## config.mk

```make
export PLATFORM = sky130hd
export DESIGN_NAME = bridge_mem
export DESIGN_NICKNAME = d
export VERILOG_FILES = /design/src/rtl/bridge_pkg.sv /design/src/rtl/bridge_slice.sv /design/src/rtl/bridge_decode.sv /design/src/rtl/bridge_mem.sv
export SDC_FILE = /design/constraint.sdc
export NUM_CORES = 1
export LEC_CHECK = 0
export BUFFER_PORTS_ARGS = -buffer_cell sky130_fd_sc_hd__buf_2
export CELL_PAD_IN_SITES_DETAIL_PLACEMENT = 1
export CELL_PAD_IN_SITES_GLOBAL_PLACEMENT = 1
export CORE_MARGIN = 4
export CORE_UTILIZATION = 44
export CTS_CLUSTER_SIZE = 10
export DETAILED_ROUTE_END_ITERATION = 7
export HOLD_SLACK_MARGIN = 0.02
export PLACE_DENSITY = 0.8
export SLEW_MARGIN = 20
export SYNTH_ARGS = -nofsm -noshare
export SYNTH_HDL_FRONTEND = slang
export SYNTH_SLANG_ARGS = --single-unit
export TNS_END_PERCENT = 50
```

## constraint.sdc

```tcl
create_clock -name clk -period 4.71 [get_ports clk]
set_input_delay 0.942 -clock clk [delete_from_list [all_inputs] [get_ports clk]]
set_output_delay 0.942 -clock clk [all_outputs]
set_load 0.1 [all_outputs]
```

## src/rtl/bridge_pkg.sv

```systemverilog
package bridge_pkg;

  typedef enum logic [1:0] {
    MODE_BOTH         = 2'd0,
    MODE_USER_TO_HOST = 2'd1,
    MODE_HOST_TO_USER = 2'd2
  } bridge_mode_e;

  localparam int SLICE_W = 16;

  function automatic int slice_count(input int width);
    return (width + SLICE_W - 1) / SLICE_W;
  endfunction

endpackage

```

## src/rtl/bridge_slice.sv

```systemverilog
module bridge_slice #(
  parameter int SW    = 16,
  parameter int DEPTH = 12,
  parameter int AW    = 4
) (
  input  logic          clk,
  input  logic          rst,
  input  logic          u_we,
  input  logic [AW-1:0] u_addr,
  input  logic [SW-1:0] u_wdata,
  output logic [SW-1:0] u_rdata,
  input  logic          b_we,
  input  logic [AW-1:0] b_addr,
  input  logic [SW-1:0] b_wdata,
  output logic [SW-1:0] b_rdata
);

  logic [SW-1:0]    mem [DEPTH];
  logic [DEPTH-1:0] seen;
  logic [SW-1:0]    u_q, b_q;
  logic             u_seen_q, b_seen_q;
  logic             b_blocked;

  // user port wins a same-location collision
  assign b_blocked = u_we && (u_addr == b_addr);

  // storage without reset so it maps onto block RAM
  always_ff @(posedge clk) begin
    if (b_we && !b_blocked) mem[b_addr] <= b_wdata;
    if (u_we)               mem[u_addr] <= u_wdata;
    u_q <= mem[u_addr];
    b_q <= mem[b_addr];
  end

  // per-location written flags give the zero-after-reset view
  always_ff @(posedge clk) begin
    if (rst) begin
      seen     <= '0;
      u_seen_q <= 1'b0;
      b_seen_q <= 1'b0;
    end else begin
      if (b_we) seen[b_addr] <= 1'b1;
      if (u_we) seen[u_addr] <= 1'b1;
      u_seen_q <= seen[u_addr];
      b_seen_q <= seen[b_addr];
    end
  end

  assign u_rdata = u_seen_q ? u_q : '0;
  assign b_rdata = b_seen_q ? b_q : '0;

  // a written flag only clears through reset
  p_seen_hold_r1: assert property (@(posedge clk) disable iff (rst)
    ((seen & $past(seen)) == $past(seen)));

endmodule

```

## src/rtl/bridge_decode.sv

```systemverilog
module bridge_decode #(
  parameter int BASE  = 256,
  parameter int DEPTH = 12,
  parameter int NSL   = 3,
  parameter int AW    = 4
) (
  input  logic [15:0]    addr,
  output logic [NSL-1:0] hit,
  output logic [AW-1:0]  loc
);

  logic [16:0] off;

  // below BASE the subtraction wraps high and matches no window
  assign off = {1'b0, addr} - 17'(BASE);

  for (genvar i = 0; i < NSL; i++) begin : g_win
    assign hit[i] = (off >= 17'(i * DEPTH)) && (off < 17'((i + 1) * DEPTH));
  end

  always_comb begin
    loc = '0;
    for (int i = 0; i < NSL; i++) begin
      if (hit[i]) loc = AW'(off - 17'(i * DEPTH));
    end
  end

endmodule

```

## src/rtl/bridge_mem.sv

```systemverilog
module bridge_mem
  import bridge_pkg::*;
#(
  parameter int           WIDTH = 40,
  parameter int           DEPTH = 12,
  parameter int           BASE  = 256,
  parameter bridge_mode_e MODE  = MODE_BOTH,
  localparam int          AW    = (DEPTH > 1) ? $clog2(DEPTH) : 1
) (
  input  logic             clk,
  input  logic             rst,
  input  logic [AW-1:0]    usr_addr,
  input  logic [WIDTH-1:0] usr_wdata,
  input  logic             usr_we,
  output logic [WIDTH-1:0] usr_rdata,
  input  logic [15:0]      bus_addr,
  input  logic [15:0]      bus_wdata,
  input  logic             bus_we,
  input  logic             bus_re,
  output logic [15:0]      bus_rdata,
  output logic             bus_rvalid
);

  localparam int NSL    = slice_count(WIDTH);
  localparam int TOPW   = WIDTH - SLICE_W * (NSL - 1);
  localparam int SIW    = (NSL > 1) ? $clog2(NSL) : 1;
  localparam bit USR_WR = (MODE != MODE_HOST_TO_USER);
  localparam bit USR_RD = (MODE != MODE_USER_TO_HOST);
  localparam bit BUS_WR = (MODE != MODE_USER_TO_HOST);
  localparam bit BUS_RD = (MODE != MODE_HOST_TO_USER);

  logic             usr_in, usr_in_q, u_we_ok;
  logic [AW-1:0]    u_idx;
  logic [NSL-1:0]   hit;
  logic [AW-1:0]    loc;
  logic             b_any;
  logic [SIW-1:0]   hit_idx, sidx_q;
  logic [WIDTH-1:0] usr_word;
  logic [15:0]      bus_words [NSL];

  assign usr_in  = (32'(usr_addr) < 32'(DEPTH));
  assign u_idx   = usr_in ? usr_addr : '0;
  assign u_we_ok = usr_we && usr_in && USR_WR;

  bridge_decode #(.BASE(BASE), .DEPTH(DEPTH), .NSL(NSL), .AW(AW)) u_dec (
    .addr(bus_addr),
    .hit (hit),
    .loc (loc)
  );

  assign b_any = |hit;

  always_comb begin
    hit_idx = '0;
    for (int i = 0; i < NSL; i++) begin
      if (hit[i]) hit_idx = SIW'(i);
    end
  end

  for (genvar i = 0; i < NSL; i++) begin : g_slice
    localparam int SW = (i == NSL - 1) ? TOPW : SLICE_W;
    logic [SW-1:0] u_rd, b_rd;

    bridge_slice #(.SW(SW), .DEPTH(DEPTH), .AW(AW)) u_slice (
      .clk    (clk),
      .rst    (rst),
      .u_we   (u_we_ok),
      .u_addr (u_idx),
      .u_wdata(usr_wdata[SLICE_W*i +: SW]),
      .u_rdata(u_rd),
      .b_we   (bus_we && hit[i] && BUS_WR),
      .b_addr (loc),
      .b_wdata(bus_wdata[SW-1:0]),
      .b_rdata(b_rd)
    );

    assign usr_word[SLICE_W*i +: SW] = u_rd;
    assign bus_words[i]              = 16'(b_rd);
  end

  always_ff @(posedge clk) begin
    if (rst) begin
      usr_in_q   <= 1'b0;
      usr_rdata  <= '0;
      bus_rvalid <= 1'b0;
      sidx_q     <= '0;
    end else begin
      usr_in_q   <= usr_in;
      usr_rdata  <= (USR_RD && usr_in_q) ? usr_word : '0;
      bus_rvalid <= bus_re && b_any && BUS_RD;
      sidx_q     <= hit_idx;
    end
  end

  assign bus_rdata = bus_rvalid ? bus_words[sidx_q] : 16'h0000;

  // a bus address selects at most one slice window
  p_one_slice_r2: assert property (@(posedge clk) disable iff (rst)
    $onehot0(hit));

  if (BUS_RD) begin : g_rd_chk
    // an in-window read request yields valid on the next cycle
    p_rvalid_after_req_r4: assert property (@(posedge clk) disable iff (rst)
      (bus_re && b_any) |=> bus_rvalid);
  end

  // no valid without an in-window request
  p_no_stray_rvalid_r6: assert property (@(posedge clk) disable iff (rst)
    !(bus_re && b_any) |=> !bus_rvalid);

  // an out-of-range user address reads back as zero
  p_user_oob_zero_r10: assert property (@(posedge clk) disable iff (rst)
    !usr_in |=> ##1 (usr_rdata == '0));

endmodule

```

# --- Word level (Yosys, flattened, before mapping) ---
# Memory sizes are Yosys's and may differ from the RTL's. A register that Yosys moved wholly into a read port is not among the register bits.
# Cells that the tools add are included.
totals:
  reg_bits: 86
  ram_bits: 480
  inputBits: 81
  output_inout_bits: 57
  word_cells: 112
  n_memories: 3
memory_table:
  columns: ["memory", "depth", "word_bits", "rd", "rd_clocked_by_memory_dff", "write_ports", "line_no", "source"]
  rows:
  - ["g_slice[0].u_slice.mem", 12, 16, 2, 2, 2, "bridge_slice.sv:18", "logic [SW-1:0] mem [DEPTH];"]
  - ["g_slice[1].u_slice.mem", 12, 16, 2, 2, 2, "bridge_slice.sv:18", null]
  - ["g_slice[2].u_slice.mem", 12, 8, 2, 2, 2, "bridge_slice.sv:18", null]
classes:
  addsub: 3
  magnitude_cmp: 12
  n_eq_ne: 1
  muxes: 46
  bitwise: 11
  reduce_logical: 20
ops:
  columns: ["cell", "count"]
  rows:
  - ["12-bit 2-to-1 mux", 9]
  - ["16-bit 2-to-1 mux", 5]
  - ["12-bit bitwise OR", 6]
  - ["16-bit binary-select mux with 2-bit select", 1]
  - ["1-bit binary-select mux with 4-bit select", 6]
  - ["17-bit by 1-bit greater-or-equal comparator with 1-bit output (second input constant)", 1]
  - ["17-bit by 4-bit greater-or-equal comparator with 1-bit output (second input constant)", 1]
  - ["17-bit by 5-bit greater-or-equal comparator with 1-bit output (second input constant)", 1]
  - ["17-bit by 4-bit less-than comparator with 1-bit output (second input constant)", 1]
  - ["17-bit by 5-bit less-than comparator with 1-bit output (second input constant)", 1]
  - ["17-bit by 6-bit less-than comparator with 1-bit output (second input constant)", 1]
  - ["1-bit 2-to-1 mux", 17]
  - ["16-bit by 9-bit subtractor with 17-bit output (second input constant)", 1]
  - ["4-bit 2-to-1 mux", 4]
  - ["1-bit logical AND", 14]
  - ["3-bit OR reduction", 4]
  - ["4-bit by 5-bit less-than comparator with 1-bit output (second input constant)", 2]
  - ["1-bit demux with 4-bit select", 2]
  - ["4-bit by 1-bit greater-or-equal comparator with 1-bit output (second input constant)", 2]
  - ["8-bit 2-to-1 mux", 1]
  - ["4-bit subtractor (second input constant)", 2]
  - ["4-bit == test", 1]
  - ["4-bit less-than comparator (second input constant)", 1]
  - ["1-bit NOT", 4]
  - ["5 further kinds", 5]

# --- Longest topological paths before layout ---
# Gate-level depths: netlist of run 1.
logic_depth:
  depth_word: 15
  mapped_depth: 11
  mapped_depth_nobuf: 9

# --- By module ---
# Synthesis of run 1 repeated with hierarchy kept, for this count alone.
unflattened:
  cells_unflattened: 2386
  area_unflattened_um2: 35039.9
by_module_without_submodules:
  columns: ["module", "n_inst", "cells_per_inst", "area_each_um2", "seq_area_each_um2"]
  rows:
  - ["bridge_slice at g_slice[0].u_slice", 1, 840, 13045.0, 6686.4]
  - ["bridge_slice at g_slice[1].u_slice", 1, 848, 12928.6, 6686.4]
  - ["bridge_slice at g_slice[2].u_slice", 1, 481, 6979.2, 3483.3]
  - ["bridge_mem", 1, 158, 1644.1, 880.8]
  - ["bridge_decode", 1, 59, 442.9, 0.0]

# --- Least setup slack after synthesis of run 1 ---
# OpenSTA, ideal clock, no wires.
synth_path:
  path_type: "input port to flip-flop"
  start: "input bus_addr[2]"
  end: "memory g_slice[0].u_slice.mem[2][0] (enable)"
  setup_time_ps: 411
  arrival_time_ps: 4112
  required_ps: 4299
  slack_ps: 187
  stages: 10
  n_path_buf: 2
  cell_sequence: "clkbuf_1 -> inv_1 -> ha_1 -> or4bb_1 -> o21ai_1 -> nand2_1 -> o311ai_4 -> buf_2 -> nand2_1 -> o21ai_0"
synth_lines:
  columns: ["item", "line_no", "source"]
  rows:
  - ["from (decl)", "bridge_mem.sv:16", "input logic [15:0] bus_addr,"]
  - ["to (decl)", "bridge_slice.sv:18", null]

# --- Final worst setup path of run 1 ---
layout_path:
  start: "register sidx_q[1]"
  end: "output bus_rdata[6]"
layout_via:
  elab_chain_len: 5
layout_rtl:
  columns: ["item", "line_no", "source"]
  rows:
  - ["from (decl)", "bridge_mem.sv:37", "logic [SIW-1:0] hit_idx, sidx_q;"]
  - ["from (signal assigned)", "bridge_mem.sv:91", "sidx_q <= hit_idx;"]
  - ["2-bit NOT with 3-bit output (not written as such)", "bridge_mem.sv:95", "assign bus_rdata = bus_rvalid ? bus_words[sidx_q] : 16'h0000;"]
  - ["16-bit binary-select mux with 2-bit select", "bridge_mem.sv:95", null]
  - ["16-bit 2-to-1 mux (not written as such) (2 in a row)", "bridge_mem.sv:95", null]
  - ["16-bit 2-to-1 mux", "bridge_mem.sv:95", null]
  - ["to (decl)", "bridge_mem.sv:20", "output logic [15:0] bus_rdata,"]
# Every way passes these cells. The select of a mux whose other input is x is not followed.

==> flow_summary.toml, run 1 <==
[placement]
hpwl_um = 115000
placement.io_buffers = 137
gp_congestion = 0.986
dp_slack_ns = 0.407

[floorplanning]
row_count = 103
core-area_um2 = 79300
dieArea_um2 = 84900
die_y_um = 291
start_util_pct = 44.6
io_pins = 138
die_w_um = 291

[critical_path]
rr_worst_depth = 3
crit_arrival_ns = 3.24
cp_cell_sequence = "nand2b_1 -> a21oi_1 -> buf_2"
cp_slowest_cell = "nand2b_1"
crit_path_max_incr_delay_ns = 0.79
critPathRequiredTime_ns = 3.77
path_depth = 3
critPathKind = "flop to output pin"
crit_family = "simple AND/OR/NAND/NOR gates"
worst-path-max-fanout = 10
path_buf_inv = 1
start_kind = "flop"
worstSetupEndpointType = "output pin"
reg2reg_slack_ns = 2.85

[logic_synthesis]
syn_area_um2 = 35300
synth_async_sr_flop_share_pct = 0
yosysWarnings = 0
yosysTopAreaCellShare_pct = 40.8
seq_area_frac_synth_pct = 50.2
yosys.cell_types.count = 68
synth.area.top_cells = "edfxtp_1, nand2_1, dfxtp_1, mux2i_1, nor2_1"
synth.avg_cell_area_um2 = 8.79
synth_ff_type = "edfxtp_1"
synth_top_area_cell = "edfxtp_1"
ys_ff_latch = 646
syn_inst = 4017
synth-edff-count = 480
synth_fp_nets = 4105

[clock_network]
cts-resized-gates = 0
cts_sinks = 646
clk_pin_slew_worst_paths_ns = 0.06
h-tree-depth = 3
clkLatencyLatePin_ns = 0.64
cts_max_path_buffers = 3
numCtsBuffers = 78
cts_setup_buffers = 0
cts_tree = "done"
root_buffer = "clkbuf_16"
cts_hold_buf = 0

[timing]
worst_pin_slew_ns = 1.15
setup_ws_ns = 0.526
skew_ns = 0.0275
fin_setup_tns_ns = 0
setup_viol = 0
relSlewSlack_pct = 23.5
finalHoldViolations = 0
rsz0062_at_grt = "false"
maxSlewViolCount = 0
min_period_ns = 4.18
timing.final.crit_share_pct = 88.8
fmaxAchievable_ghz = 0.239

[route]
drt-pass1-iter-count = 6
wirelength_um = 174000
routedWlPerCell_um = 33.8
via_count = 35100
viasPerCell = 6.82
ant_nets = 0
drc_errors = 0
drt_iter0_markers = 5273

[layout]
fillerInstances = 9131
layout-drive-gt1-share_pct = 13.1
final_net_count = 4117
layout_commonest_cell = "nand2_1"
syn_to_final_growth_pct = 13.8
layout_common_cells = "nand2_1, edfxtp_1, nor2_1, a21oi_1, mux2i_1"
multi_input_area_um2 = 16400
seq_area_um2 = 17700

[global_route]
grt_pass1_vias = 34900
grt_overflow = 0
antenna_found_initial = 14
grt_usage_pct = 39.7
grt_start_max_net_pins = 156
grt_pass1_wl_um = 248000

[power]
p_clk_share_pct = 41.8
swShare_pct = 27.7
powerDensity_nw_per_um2 = 349
vdd_drop_max_uv = 227
combPwrFrac_pct = 12.2
p_sw_mw = 3.89
internal_power_mw = 10.1
p_leak_nw = 15.6
seqPwrFrac_pct = 46.0

[status]
status = "finished clean"

[hold_path]
min_path_type = "flop to flop"
holdPathStages = 1

[run]
drv_cap = 0
==> cell families (layout without fill, tap and decap cells) <==
logic type | Yosys count | in the layout | share of synthesized area [%]
xor+xnor | 5 | 5 | 0.124
fa+ha+maj | 7 | 7 | 0.248
other cells | 0 | 8 | 0
mux | 250 | 250 | 7.31
flops | 646 | 646 | 50.2
simple gates | 1833 | 1833 | 20.8
compound gates | 902 | 902 | 17.1
buf+inv | 374 | 451 | 4.16
==> worst paths after layout <==
check | start | endpoint
setup / recovery | sidx_q[1] | bus_rdata[6]
hold / removal | g_slice[0].u_slice.u_q[3] | usr_rdata[3]
hold reg to reg | g_slice[0].u_slice.u_q[3] | usr_rdata[3]
setup reg to reg | usr_in_q | usr_rdata[14]
==> power groups by stage <==
stage	registers [mW]	logic [mW]	clock network (mW)
2_1_floorplan	6.53	0.900	0
3_3_place_gp	6.56	1.57	0
3_5_place_dp	6.57	1.61	0
4_1_cts	6.45	1.63	5.82
5_1_grt	6.47	1.76	6.07
6_report	6.46	1.71	5.86
==> synth_stat cells, types with 15 or more instances <==
master / n
o22a_1: 19
mux2_2: 64
mux2i_1: 186
o211ai_1: 122
nor2b_1: 33
a31oi_1: 69
a2bb2oi_1: 15
clkbuf_1: 289
edfxtp_1: 480
a22oi_1: 56
o221ai_1: 41
dfxtp_1: 166
and3_1: 59
nor3_1: 21
a221oi_1: 30
o211a_1: 18
o21ai_2: 31
nor2_1: 342
nand2_1: 1299
nand3_1: 43
o22ai_1: 79
o21ai_0: 76
buf_1: 38
a21oi_1: 255
a31o_2: 17
buf_2: 27
a211oi_1: 32
==> metrics by stage <==
stage / instances / hold WS (ns) / utilization [%] / power (mW) / instance area (µm²)
3_3_place_gp: 4998 / 0.441 / 47.6 / 8.13 / 37800
6_report: 5152 / 0.452 / 50.7 / 14.0 / 40200
5_1_grt: 5147 / 0.470 / 50.7 / 14.3 / 40200
4_1_cts: 5143 / 0.456 / 50.7 / 13.9 / 40100
2_1_floorplan: 4017 / 0.437 / - / 7.43 / 35300
3_5_place_dp: 4998 / 0.447 / 47.6 / 8.18 / 37800
==> flip-flops by register name (all words and copies together), names as in the netlist <==
signal / flops
usr_rdata: 40
g_slice.u_slice.mem: 480
g_slice.u_slice.b_seen_q: 3
g_slice.u_slice.u_q: 40
bus_rvalid: 1
usr_in_q: 1
g_slice.u_slice.u_seen_q: 3
g_slice.u_slice.seen: 36
g_slice.u_slice.b_q: 40
sidx_q: 2
==> per-layer routing <==
metal / wire [µm] / GRT usage (%) / share of wire (%) / vias up
met5: 34 / 0 / 0.020 / -
met4: 14700 / 27.2 / 8.4 / 4
met3: 24800 / 11.8 / 14 / 781
met2: 73100 / 58.4 / 42 / 2915
met1: 61700 / 50.4 / 35 / 17100
li1: - / - / - / 14300
==> final cells by class <==
type	count	share of cell area, %
sequential	646	44.1
inverter	16	0.149
tap	1050	3.27
clock inverter	8	0.143
multi-input combinational	2997	40.9
timing repair buffer	290	5.56
clock buffer	137	5.80
antenna	8	0.0498
Power figures use the tool's default switching activity.
==> run 2: changes to the inputs <==
- CORE_MARGIN: 4 -> 3
==> flow_summary.toml, run 2 (same netlist as run 1, synthesis figures left out) <==
[status]
status = "finished clean"

[critical_path]
path_buf_inv = 2
worstSetupEndpointType = "output pin"
critPathRequiredTime_ns = 3.77
worst-path-max-fanout = 9
start_kind = "flop"
crit_family = "buffers and inverters"
critPathKind = "flop to output pin"
crit_path_max_incr_delay_ns = 0.80
cp_cell_sequence = "and2_1 -> buf_4 -> a221oi_1 -> a21oi_1 -> buf_2"
cp_slowest_cell = "and2_1"
crit_arrival_ns = 3.34

[clock_network]
cts_max_path_buffers = 3
clkLatencyLatePin_ns = 0.66
numCtsBuffers = 79
h-tree-depth = 3
cts-resized-gates = 0
cts_setup_buffers = 0
root_buffer = "clkbuf_16"
clk_pin_slew_worst_paths_ns = 0.06
cts_sinks = 646
cts_tree = "done"
cts_hold_buf = 0

[placement]
placement.io_buffers = 137
hpwl_um = 113000
gp_congestion = 0.985
dpl-instance-area_um2 = 37700

[global_route]
grt_overflow = 0
grt_pass1_wl_um = 246000
grt_usage_pct = 40.8
grt_pass1_vias = 35200
antenna_found_initial = 31
grt_start_max_net_pins = 178

[route]
wirelength_um = 173000
drc_errors = 0
ant_nets = 0
routedWlPerCell_um = 33.6
drt_iter0_markers = 4793
via_count = 35000
viasPerCell = 6.80
drt-pass1-iter-count = 6

[timing]
skew_ns = 0.0308
whs_ns = 0.455
min_period_ns = 4.28
relSlewSlack_pct = 20.6
rsz0062_at_grt = "false"
fmaxAchievable_ghz = 0.234
fin_setup_tns_ns = 0
finalHoldViolations = 0
setup_viol = 0
maxSlewViolCount = 0
worst_pin_slew_ns = 1.19
timing.final.crit_share_pct = 90.9

[power]
p_clk_share_pct = 42.4
powerDensity_nw_per_um2 = 352
seqPwrFrac_pct = 45.5
vdd_drop_max_uv = 308
p_sw_mw = 3.94
p_total_mw = 14.2
internal_power_mw = 10.2
swShare_pct = 27.9
combPwrFrac_pct = 12.1
p_leak_nw = 15.6

[layout]
layout-drive-gt1-share_pct = 13.1
layout_commonest_cell = "nand2_1"
largest_register_ffs = 480
top_register = "g_slice.u_slice.mem"
fin_util_pct = 50.7
final_cell_area_um2 = 40200
fillerInstances = 9024
layout_common_cells = "nand2_1, edfxtp_1, nor2_1, a21oi_1, mux2i_1"
syn_to_final_growth_pct = 13.8
final_net_count = 4107

[floorplanning]
die_y_um = 289
die_w_um = 289
row_count = 103
io_pins = 138
dieArea_um2 = 83700
core-area_um2 = 79300
start_util_pct = 44.6

[hold_path]
min_path_type = "flop to flop"

[run]
drv_cap = 0
==> run 2: cell types whose count changed in the layout (fill, tap and decap cells not counted), sizes merged, moves of 2 or more <==
cell	change
buf	-11
clkinv	+2
clkbuf	-4
diode	+11
bufinv	+2
==> run 2: per-stage QoR <==
step                setup slack, ns  cells
finish                        0.428   5154
global route                  0.428   5138
CTS                           0.560   5134
detailed placement            0.258   4987
global placement              0.329   4985
floorplan                     0.187   4017
==> run 2: routing by layer <==
metal	vias to the layer above	global-route usage [%]	part of all wire [%]
met5	-	0	0.086
met4	24	32.1	8.8
met3	829	12.9	13
met2	2760	60.4	43
met1	17100	49.1	35
li1	14300	-	-
==> run 2: cell type report <==
type                    count  area [µm²]  area share (%)
inverters                  16        60.1           0.149
clock inverters            14         180           0.448
clock buffers             133        2280            5.68
well taps                1050        1310            3.27
multi-input cells        2997       16500            41.0
repair buffers            279        2110            5.24
flip-flops and latches    646       17700            44.1
diodes                     19        47.5           0.118
==> run 2: worst register-to-register path: stages (launching register included) <==
cell	delay, ns
edfxtp_1	0.36
mux2_2	0.16
o22ai_1	0.06
a211oi_1	0.45
a211oi_1	0.12
a21oi_1	0.36
==> run 2: worst paths after layout <==
path,from,endpoint,slack [ns],cells past startpoint
setup reg to reg,g_slice[1].u_slice.mem[1][5],g_slice[1].u_slice.u_q[5],3.05,5
hold / removal,g_slice[0].u_slice.u_q[9],usr_rdata[9],0.46,1
setup / recovery,sidx_q[0],bus_rdata[6],0.43,5
hold reg to reg,g_slice[0].u_slice.u_q[9],usr_rdata[9],0.46,1
==> run 2: power groups by stage <==
stage                     Sequential, mW  Combinational, mW  Clock, mW
final                               6.45               1.71       6.01
after global routing                6.46               1.76       6.21
after CTS                           6.44               1.63       5.98
after detailed placement            6.56               1.61          0
after global placement              6.55               1.57          0
after floorplan                     6.53              0.900          0
